$ cat src/rtl/gsg_pkg.sv
package gsg_pkg;

    localparam int SEL_W = 3;
    localparam logic [SEL_W-1:0] SEL_RESET = 3'b011;
    localparam logic [SEL_W-1:0] SEL_LAST_VALID = 3'b101;

    typedef enum logic [1:0] {
        ST_RUN  = 2'd0,
        ST_HOLD = 2'd1,
        ST_LOCK = 2'd2
    } gsg_state_e;

    typedef enum logic [1:0] {
        RA_THRESH = 2'd0,
        RA_TIMER  = 2'd1,
        RA_MODE   = 2'd2,
        RA_SPARE  = 2'd3
    } gsg_addr_e;

    typedef struct packed {
        logic [SEL_W-1:0] thresh;
        logic [SEL_W-1:0] timer;
        logic             retry;
    } gsg_cfg_t;

    function automatic logic sel_valid(input logic [SEL_W-1:0] code);
        return code <= SEL_LAST_VALID;
    endfunction

    function automatic int unsigned fault_ticks(input int unsigned base,
                                                input logic [SEL_W-1:0] code);
        return base << code;
    endfunction

endpackage

$ cat src/rtl/gsg_regs.sv
module gsg_regs
    import gsg_pkg::*;
(
    input  logic             clk,
    input  logic             rst,
    input  logic             wr_en,
    input  logic [1:0]       wr_addr,
    input  logic [SEL_W-1:0] wr_data,
    output gsg_cfg_t         cfg,
    output logic             wr_ack
);

    always_ff @(posedge clk) begin
        if (rst) begin
            cfg    <= '{thresh: SEL_RESET, timer: SEL_RESET, retry: 1'b0};
            wr_ack <= 1'b0;
        end else begin
            wr_ack <= wr_en;
            if (wr_en) begin
                case (gsg_addr_e'(wr_addr))
                    RA_THRESH: if (sel_valid(wr_data)) cfg.thresh <= wr_data;
                    RA_TIMER:  if (sel_valid(wr_data)) cfg.timer  <= wr_data;
                    RA_MODE:   cfg.retry <= wr_data[0];
                    default:   ;
                endcase
            end
        end
    end

    a_r2_ack_follows: assert property (@(posedge clk) disable iff (rst)
        wr_en |=> wr_ack);
    a_r2_no_spurious_ack: assert property (@(posedge clk) disable iff (rst)
        !wr_en |=> !wr_ack);
    a_r2_reserved_timer: assert property (@(posedge clk) disable iff (rst)
        (wr_en && wr_addr == 2'd1 && wr_data > SEL_LAST_VALID) |=> $stable(cfg.timer));
    a_r2_reserved_thresh: assert property (@(posedge clk) disable iff (rst)
        (wr_en && wr_addr == 2'd0 && wr_data > SEL_LAST_VALID) |=> $stable(cfg.thresh));

endmodule

$ cat src/rtl/gsg_detect.sv
module gsg_detect #(
    parameter int CNT_W = 17
) (
    input  logic             clk,
    input  logic             rst,
    input  logic             tick,
    input  logic             watch,
    input  logic             over,
    input  logic [CNT_W-1:0] limit,
    output logic             declare
);

    logic [CNT_W-1:0] run_cnt;
    logic             at_limit;

    assign at_limit = (run_cnt >= limit);
    assign declare  = watch && over && tick && at_limit;

    always_ff @(posedge clk) begin
        if (rst || !watch || !over) begin
            run_cnt <= '0;
        end else if (tick && !at_limit) begin
            run_cnt <= run_cnt + CNT_W'(1);
        end
    end

    a_r4_count_restart: assert property (@(posedge clk) disable iff (rst)
        !over |=> (run_cnt == '0));
    a_r5_no_tick_hold: assert property (@(posedge clk) disable iff (rst)
        (watch && over && !tick) |=> $stable(run_cnt));

endmodule

$ cat src/rtl/gsg_retry.sv
module gsg_retry
    import gsg_pkg::*;
#(
    parameter int CNT_W = 17
) (
    input  logic             clk,
    input  logic             rst,
    input  logic             tick,
    input  logic             declare,
    input  logic             retry_en,
    input  logic             cmd_on,
    input  logic             clr_fault,
    input  logic [CNT_W-1:0] inh_lim,
    output logic             watch,
    output logic             gate_en,
    output logic             fault_flag
);

    gsg_state_e       state;
    logic [CNT_W-1:0] inh_cnt;
    logic             armed;
    logic             cmd_q;
    logic             on_edge;
    logic             inh_done;

    assign on_edge  = cmd_on && !cmd_q;
    assign inh_done = tick && (inh_cnt >= inh_lim - CNT_W'(1));
    assign gate_en  = (state == ST_RUN);
    assign watch    = gate_en && cmd_on;

    always_ff @(posedge clk) begin
        if (rst) begin
            state      <= ST_RUN;
            inh_cnt    <= '0;
            armed      <= 1'b0;
            cmd_q      <= 1'b0;
            fault_flag <= 1'b0;
        end else begin
            cmd_q <= cmd_on;
            if (declare)        fault_flag <= 1'b1;
            else if (clr_fault) fault_flag <= 1'b0;

            case (state)
                ST_RUN: begin
                    if (declare) begin
                        state   <= retry_en ? ST_HOLD : ST_LOCK;
                        inh_cnt <= '0;
                        armed   <= 1'b1;
                    end
                end
                ST_HOLD: begin
                    if (!cmd_on) armed <= 1'b0;
                    if (inh_done) begin
                        state <= (armed && cmd_on) ? ST_RUN : ST_LOCK;
                    end else if (tick) begin
                        inh_cnt <= inh_cnt + CNT_W'(1);
                    end
                end
                ST_LOCK: begin
                    if (on_edge) state <= ST_RUN;
                end
                default: state <= ST_LOCK;
            endcase
        end
    end

    a_r4_forced_off: assert property (@(posedge clk) disable iff (rst)
        declare |=> !gate_en);
    a_r10_flag_set: assert property (@(posedge clk) disable iff (rst)
        declare |=> fault_flag);
    a_r9_stays_latched: assert property (@(posedge clk) disable iff (rst)
        (state == ST_LOCK && !on_edge) |=> !gate_en);
    a_r8_cancel_blocks: assert property (@(posedge clk) disable iff (rst)
        (state == ST_HOLD && !cmd_on) |=> !gate_en);

endmodule

$ cat src/rtl/gd_short_guard.sv
module gd_short_guard
    import gsg_pkg::*;
#(
    parameter int unsigned BASE_TICKS = 30,
    parameter int unsigned RETRY_MULT = 100
) (
    input  logic       clk,
    input  logic       rst,
    input  logic       tick_us,
    input  logic       vds_over,
    input  logic       cmd_on,
    input  logic       clr_fault,
    input  logic       wr_en,
    input  logic [1:0] wr_addr,
    input  logic [2:0] wr_data,
    output logic       wr_ack,
    output logic [2:0] thresh_sel,
    output logic [2:0] timer_sel,
    output logic       gate_en,
    output logic       fault_flag
);

    localparam int unsigned MAX_FAULT = BASE_TICKS << ((1 << SEL_W) - 1);
    localparam int unsigned MAX_INH   = MAX_FAULT * RETRY_MULT;
    localparam int          CNT_W     = $clog2(MAX_INH + 1);

    gsg_cfg_t         cfg;
    logic [CNT_W-1:0] fault_lim;
    logic [CNT_W-1:0] inh_lim;
    logic             declare;
    logic             watch;

    assign fault_lim  = CNT_W'(fault_ticks(BASE_TICKS, cfg.timer));
    assign inh_lim    = CNT_W'(RETRY_MULT * fault_ticks(BASE_TICKS, cfg.timer));
    assign thresh_sel = cfg.thresh;
    assign timer_sel  = cfg.timer;

    gsg_regs u_regs (
        .clk     (clk),
        .rst     (rst),
        .wr_en   (wr_en),
        .wr_addr (wr_addr),
        .wr_data (wr_data),
        .cfg     (cfg),
        .wr_ack  (wr_ack)
    );

    gsg_detect #(.CNT_W(CNT_W)) u_detect (
        .clk     (clk),
        .rst     (rst),
        .tick    (tick_us),
        .watch   (watch),
        .over    (vds_over),
        .limit   (fault_lim),
        .declare (declare)
    );

    gsg_retry #(.CNT_W(CNT_W)) u_retry (
        .clk        (clk),
        .rst        (rst),
        .tick       (tick_us),
        .declare    (declare),
        .retry_en   (cfg.retry),
        .cmd_on     (cmd_on),
        .clr_fault  (clr_fault),
        .inh_lim    (inh_lim),
        .watch      (watch),
        .gate_en    (gate_en),
        .fault_flag (fault_flag)
    );

endmodule

$ cat config.mk
export PLATFORM = sky130hd
export DESIGN_NAME = gd_short_guard
export DESIGN_NICKNAME = d
export VERILOG_FILES = /design/src/rtl/gsg_pkg.sv /design/src/rtl/gsg_regs.sv /design/src/rtl/gsg_detect.sv /design/src/rtl/gsg_retry.sv /design/src/rtl/gd_short_guard.sv
export SDC_FILE = /design/constraint.sdc
export NUM_CORES = 1
export LEC_CHECK = 0
export ABC_AREA = 1
export BUFFER_PORTS_ARGS = -buffer_cell sky130_fd_sc_hd__buf_2
export CAP_MARGIN = 20
export CORE_MARGIN = 2
export CORE_UTILIZATION = 60
export DETAILED_ROUTE_END_ITERATION = 10
export PLACE_DENSITY_LB_ADDON = 0.15
export SYNTH_ARGS = -nofsm -noshare
export SYNTH_HDL_FRONTEND = slang
export SYNTH_SLANG_ARGS = --single-unit
$ cat constraint.sdc
create_clock -name clk -period 6 [get_ports clk]
set_input_delay 0.9 -clock clk [delete_from_list [all_inputs] [get_ports clk]]
set_output_delay 0.9 -clock clk [all_outputs]
set_load 0.05 [all_outputs]
* After elaboration in Yosys (flattened, before gate mapping) *
Index checks and enable logic that the tools add are counted.
W data, S select, Z words.

storage, ports and cells
  flip-flop bits (word level) = 51
  logic and storage cells = 67

operators by class
  shift-type cells = 1
  order comparisons = 3
  add/subtract/negate cells = 3
  reductions and logical operators = 24
  equal/unequal tests = 10
  $mul = 1
  multiplexer cells = 15

operator list
  operator                 number
  $mux W19                 3
  $add A19 B1 Y19 const B  2
  $ge A19 B19 Y1           2
  $pmux W19 S2             1
  $mul A5 B32 Y17 const A  1
  $shl A5 B3 Y32 const A   1
  $sub A19 B1 Y19 const B  1
  $reduce_and A3 Y1        4
  $mux W2                  5
  $logic_and A1 B1 Y1      8
  $ne A2 B2 Y1 const B     4
  $pmux W2 S3              1
  $eq A2 B1 Y1 const B     2
  $eq A2 B2 Y1 const B     2
  $logic_not A1 Y1         4
  $logic_not A2 Y1         2
  $mux W1                  4
  $ne A2 B1 Y1 const B     2
  $reduce_and A4 Y1        1
  $reduce_bool A2 Y1       2
  $le A3 B3 Y1 const B     1
  $logic_or A1 B1 Y1       2
  $pmux W1 S2              1
  $reduce_and A2 Y1        1

* Depth between registers and ports, before layout *
  depth in word-level cells = 7
  gate-level depth with buffers = 35
  gate-level depth less buffers = 34

* Hierarchy *
Synthesis repeated with hierarchy kept, for this count alone.

second synthesis, totals
  cell total of the unflattened synthesis = 905
  area total of the unflattened synthesis = 5709.2 sq um

by module, submodules not included
  module          seq. area each (sq um)  cells an instance  area an instance (sq um)  instances
  gsg_retry       480.5                   375                2384.8                    1
  gsg_detect      380.4                   309                1825.5                    1
  gd_short_guard  0.0                     173                1152.4                    1
  gsg_regs        160.2                   48                 346.6                     1

* Worst setup path after synthesis *
OpenSTA, ideal clock, no wires.

  kind = reg2reg
  start point = register u_regs.cfg[3] (netlist name)
  end point = register u_retry.inh_cnt[12]
  library setup time = 0.115 ns
  stages on the path, launching flop included = 32
  path buffers = 1
  clock period less this slack = 5.160 ns
  setup slack = 0.840 ns
  arrival = 5.045 ns
  cell sequence = dfxtp_1 > inv_2 > ha_1 > ha_1 > ha_1 > inv_1 > fa_1 > inv_1 > ha_1 > a21oi_1 > inv_1 > nor2_1 > nand2_1 > nand2_1 > nand2_2 > nor2_2 > nand2_2 > nor2_2 > nand3_1 > nand2_1 > inv_1 > ha_1 > nand2_1 > nor2_1 > nand3_1 > o21ai_1 > nor2_1 > nand4_2 > nand2_4 > buf_6 > a21oi_1 > nor2_1

between the ends
  cells in the longest elaborated chain, start to end = 7
  elaborated cells between the ends (all ways) = 10

ends and longest elaborated chain
  item                             line                  source
  $shl A5 B3 Y32 (*)               gsg_pkg.sv:32         return base << code;
  $mul A5 B32 Y17                  gd_short_guard.sv:34  assign inh_lim = CNT_W'(RETRY_MULT * fault_ticks(BASE_TICKS, cfg.timer));
  $sub A19 B1 Y19                  gsg_retry.sv:27       assign inh_done = tick && (inh_cnt >= inh_lim - CNT_W'(1));
  $ge A19 B19 Y1                   gsg_retry.sv:27
  $logic_and A1 B1 Y1              gsg_retry.sv:27
  $ne A2 B2 Y1 (no line)           -
  $reduce_and A4 Y1 (no line) (*)  -
  end signal: assignment           gsg_retry.sv:56       inh_cnt <= inh_cnt + CNT_W'(1);
  end: declaration                 gsg_retry.sv:20       logic [CNT_W-1:0] inh_cnt;

Every way passes the cells marked *; elsewhere a longest branch is shown, timed or not.
A chain may end at the register's enable or synchronous reset.

* Worst setup path in the final report *
  start point = register u_regs.cfg[2] (netlist name)
  end point = register u_retry.inh_cnt[6]

between the ends
  cells in the longest elaborated chain, start to end = 7
  elaborated cells between the ends (all ways) = 10

ends and longest elaborated chain
  item                             line
  $shl A5 B3 Y32 (*)               gsg_pkg.sv:32
  $mul A5 B32 Y17                  gd_short_guard.sv:34
  $sub A19 B1 Y19                  gsg_retry.sv:27
  $ge A19 B19 Y1                   gsg_retry.sv:27
  $logic_and A1 B1 Y1              gsg_retry.sv:27
  $ne A2 B2 Y1 (no line)           -
  $reduce_and A4 Y1 (no line) (*)  -

Marks and branches as above.

==> metrics.md <==
| Metric | Value |
|---|---|
| WP data required | 6.27 ns |
| Crit path time final | 5.42 ns |
| Number of global-route vias before repair | 4548 |
| Die width | 97.2 µm |
| Setup CP Type | flop to flop |
| Filler cell count | 749 |
| Worst vdd ir | 131 µV |
| Gr ovfl total | 0 |
| YS warnings | 0 |
| CTS buffer count | 5 |
| DIE HEIGHT | 97.2 µm |
| CP Data Arrival Time | 5.68 ns |
| Critical-path cell with the highest stage delay | dfxtp_1 |
| Sink Count | 51 |
| Worst setup startpoint | u_regs.cfg[2]$_SDFFE_PP1P_ |
| Mean Syn Cell Area | 6.75 µm² |
| Tcrit/Tclk final | 90.3% |
| Area growth from synthesis to layout | 4.18% |
| Detailed-route via count | 4874 |
| GR Util met2 | 44.8% |
| Max-slew violations | 0 |
| Fmax | 0.185 GHz |
| Root buffer cell | clkbuf_8 |
| Worst Setup EP | u_retry.inh_cnt[6]$_SDFFE_PP0P_ |
| Most crowded layer after global routing | met2 |
| Synth unique cells | 50 |
| Switching share of power | 37.0% |
| Total GRT Usage | 26.1% |
| Power share of the clock group | 27.1% |
| Status | finished, final reports clean |
| Antenna-violating nets left | 0 |
| Pleak | 2.66 nW |
| Cell family with most CP delay | adder cells |
| CTS tree | yes |
| Ys async rst share | 0% |
| Antenna diodes | 0 |
| IO Pins | 21 |
| M1 GR Usage | 35.0% |
| Tightest Pin Transition | 0.794 ns |
| Net Sw Power | 0.301 mW |
| Htree depth | 2 |
| Largest net degree at the start of global routing | 38 |
| Met3 Usage GRT | 2.81% |
| Crit start category | flop |
| R2r setup slk | 0.58 ns |
| Skew final | 0.0107 ns |
| Final count of hold timing violations | 0 |
| RSZ-0062 raised after global routing | no |
| Cts hold-fix bufs | 0 |
| Port-buffer cells | 20 |
| Worst r2r path cells | 31 |
| Worst path depth | 31 |
| Seq/Total Area, Yosys | 19.6% |
| Post-CTS setup buffers | 0 |
| Max_slew headroom | 47.0% |
| Synthesized instance count | 772 |
| RR Endpoint | u_retry.inh_cnt[6]$_SDFFE_PP0P_ |
| Skew-Pair Late Insertion Delay | 0.32 ns |
| Share of cells above drive strength 1 | 13.1% |
| Setup violators final | 0 |
| Synth Flop Type | dfxtp_1 |
| Post-synth EDFFs | 0 |
| First-pass GRT wire length | 20900 µm |
| Number of antenna violations at the first check in global routing | 0 |
| Initial DRC Count | 252 |
| Seq cells post-synth | 51 |
| GPL Wtd Cong | 0.911 |
| Placement Rows | 33 |
| Most frequent cells in the layout | nand2_1, nor2_1, inv_1, ha_1, a21oi_1 |
| Clk buf depth | 2 |
| Hold WC Path Type | flop to flop |
| CP peak stage delay | 0.53 ns |
| Post-route DRC violation count | 0 |
| Effective utilization at floorplan | 62.7% |
| Final hold slack | 0.443 ns |
| Hold depth | 2 |
| Worst R2R Start | u_regs.cfg[2]$_SDFFE_PP1P_ |
| Post-DP HPWL | 9460 µm |
| MaxCap Viol Count | 0 |
| Pwr Density | 150 mW/mm² |
| Post-CTS resize count | 0 |
| Crit-path max FO | 37 |
| Clk pin slew, worst setup/hold paths | 0.11 ns |
| Drt pass-1 iters | 5 |
| Final layout net count | 864 |
| Synthesized area | 0.00521 mm² |
| Total core area | 0.00830 mm² |
| Avg WL per Cell | 13.3 µm |
| Worst setup EP type | flop |
| Via count normalized by instance count | 5.48 |
| Buf+Inv Stages, Crit Path | 5 |
| P_int | 0.511 mW |
| Sequential share of power | 42.4% |
| Die area | 0.00944 mm² |
| Total wire length | 11900 µm |
| Commonest non-fill, non-tap cell in the layout | nand2_1 |
| Syn nets | 852 |
| Gate power share | 30.4% |
| Setup TNS | 0 ns |
==> synthesized netlist by cell type (all sizes together), types with 5 or more instances <==
library cell / count / area [µm²]
inv: 103 / 389
xnor2: 9 / 78.8
nor3: 14 / 86.3
dfxtp: 51 / 1020
nand3: 66 / 413
o21ai: 18 / 93.8
nand4: 26 / 184
xor2: 12 / 113
nand2: 191 / 810
nor2: 117 / 518
buf: 13 / 108
ha: 64 / 801
a21o: 5 / 37.5
a21oi: 57 / 304
==> worst min-delay path by stage <==
stage,start,endpoint
6_report,u_detect.run_cnt[14]$_SDFFE_PP0P_,u_detect.run_cnt[14]$_SDFFE_PP0P_
2_1_floorplan,u_detect.run_cnt[15]$_SDFFE_PP0P_,u_detect.run_cnt[15]$_SDFFE_PP0P_
3_3_place_gp,u_detect.run_cnt[15]$_SDFFE_PP0P_,u_detect.run_cnt[15]$_SDFFE_PP0P_
5_1_grt,u_detect.run_cnt[14]$_SDFFE_PP0P_,u_detect.run_cnt[14]$_SDFFE_PP0P_
4_1_cts,u_detect.run_cnt[14]$_SDFFE_PP0P_,u_detect.run_cnt[14]$_SDFFE_PP0P_
3_5_place_dp,u_detect.run_cnt[14]$_SDFFE_PP0P_,u_detect.run_cnt[14]$_SDFFE_PP0P_
==> final cells by class <==
cell class | instances | area [µm²] | share of cell area (%)
Sequential cell | 51 | 1020 | 18.8
Clock inverter | 3 | 28.8 | 0.530
Tap cell | 105 | 131 | 2.42
Multi-Input combinational cell | 601 | 3670 | 67.7
Timing Repair Buffer | 21 | 108 | 1.98
Inverter | 104 | 394 | 7.26
Clock buffer | 5 | 68.8 | 1.27
==> cell families after synthesis <==
family / after synthesis / synth area share [%]
adder cells (fa/ha/maj): 68 / 16.9
flip-flops: 51 / 19.6
buffers and inverters: 120 / 9.85
AND/OR/NAND/NOR: 422 / 40.2
XOR/XNOR: 21 / 3.68
AO/OA/AOI/OAI: 90 / 9.78
==> worst min-delay path, cell delays in order (launching register included) <==
cell	delay, ns
dfxtp_1	0.32
inv_2	0.05
nor2_1	0.04
==> metrics by stage <==
| stage | setup WS, ns | total power, mW | area, µm² | cells | util [%] |
|---|---|---|---|---|---|
| floorplan | 0.840 | 0.547 | 5210 | 772 | - |
| detailed placement | 0.670 | 0.597 | 5330 | 882 | 64.2 |
| finish | 0.584 | 0.812 | 5430 | 890 | 65.4 |
| CTS | 0.631 | 0.818 | 5430 | 890 | 65.4 |
| global placement | 0.820 | 0.589 | 5330 | 882 | 64.2 |
| global route | 0.0989 | 0.868 | 5430 | 890 | 65.4 |
==> power groups by stage <==
stage / sequential (mW) / combinational [mW] / clock (mW)
after floorplan: 0.360 / 0.187 / 0
after global placement: 0.352 / 0.237 / 0
after detailed placement: 0.352 / 0.245 / 0
after CTS: 0.345 / 0.247 / 0.227
after global routing: 0.345 / 0.281 / 0.242
final: 0.344 / 0.247 / 0.220
==> routing by layer <==
| metal | up-vias | share of wire [%] |
|---|---|---|
| met4 | 0 | 1.5 |
| li1 | 2530 | - |
| met2 | 105 | 47 |
| met5 | - | 0 |
| met1 | 2224 | 47 |
| met3 | 15 | 4.4 |
==> flip-flops by register name, summed over array words and instances, names as in the netlist <==
name                count
u_retry.cmd_q           1
u_retry.fault_flag      1
u_regs.cfg              7
u_retry.inh_cnt        19
u_retry.armed           1
u_retry.state           2
u_regs.wr_ack           1
u_detect.run_cnt       19
Power figures use the tool's default switching activity.
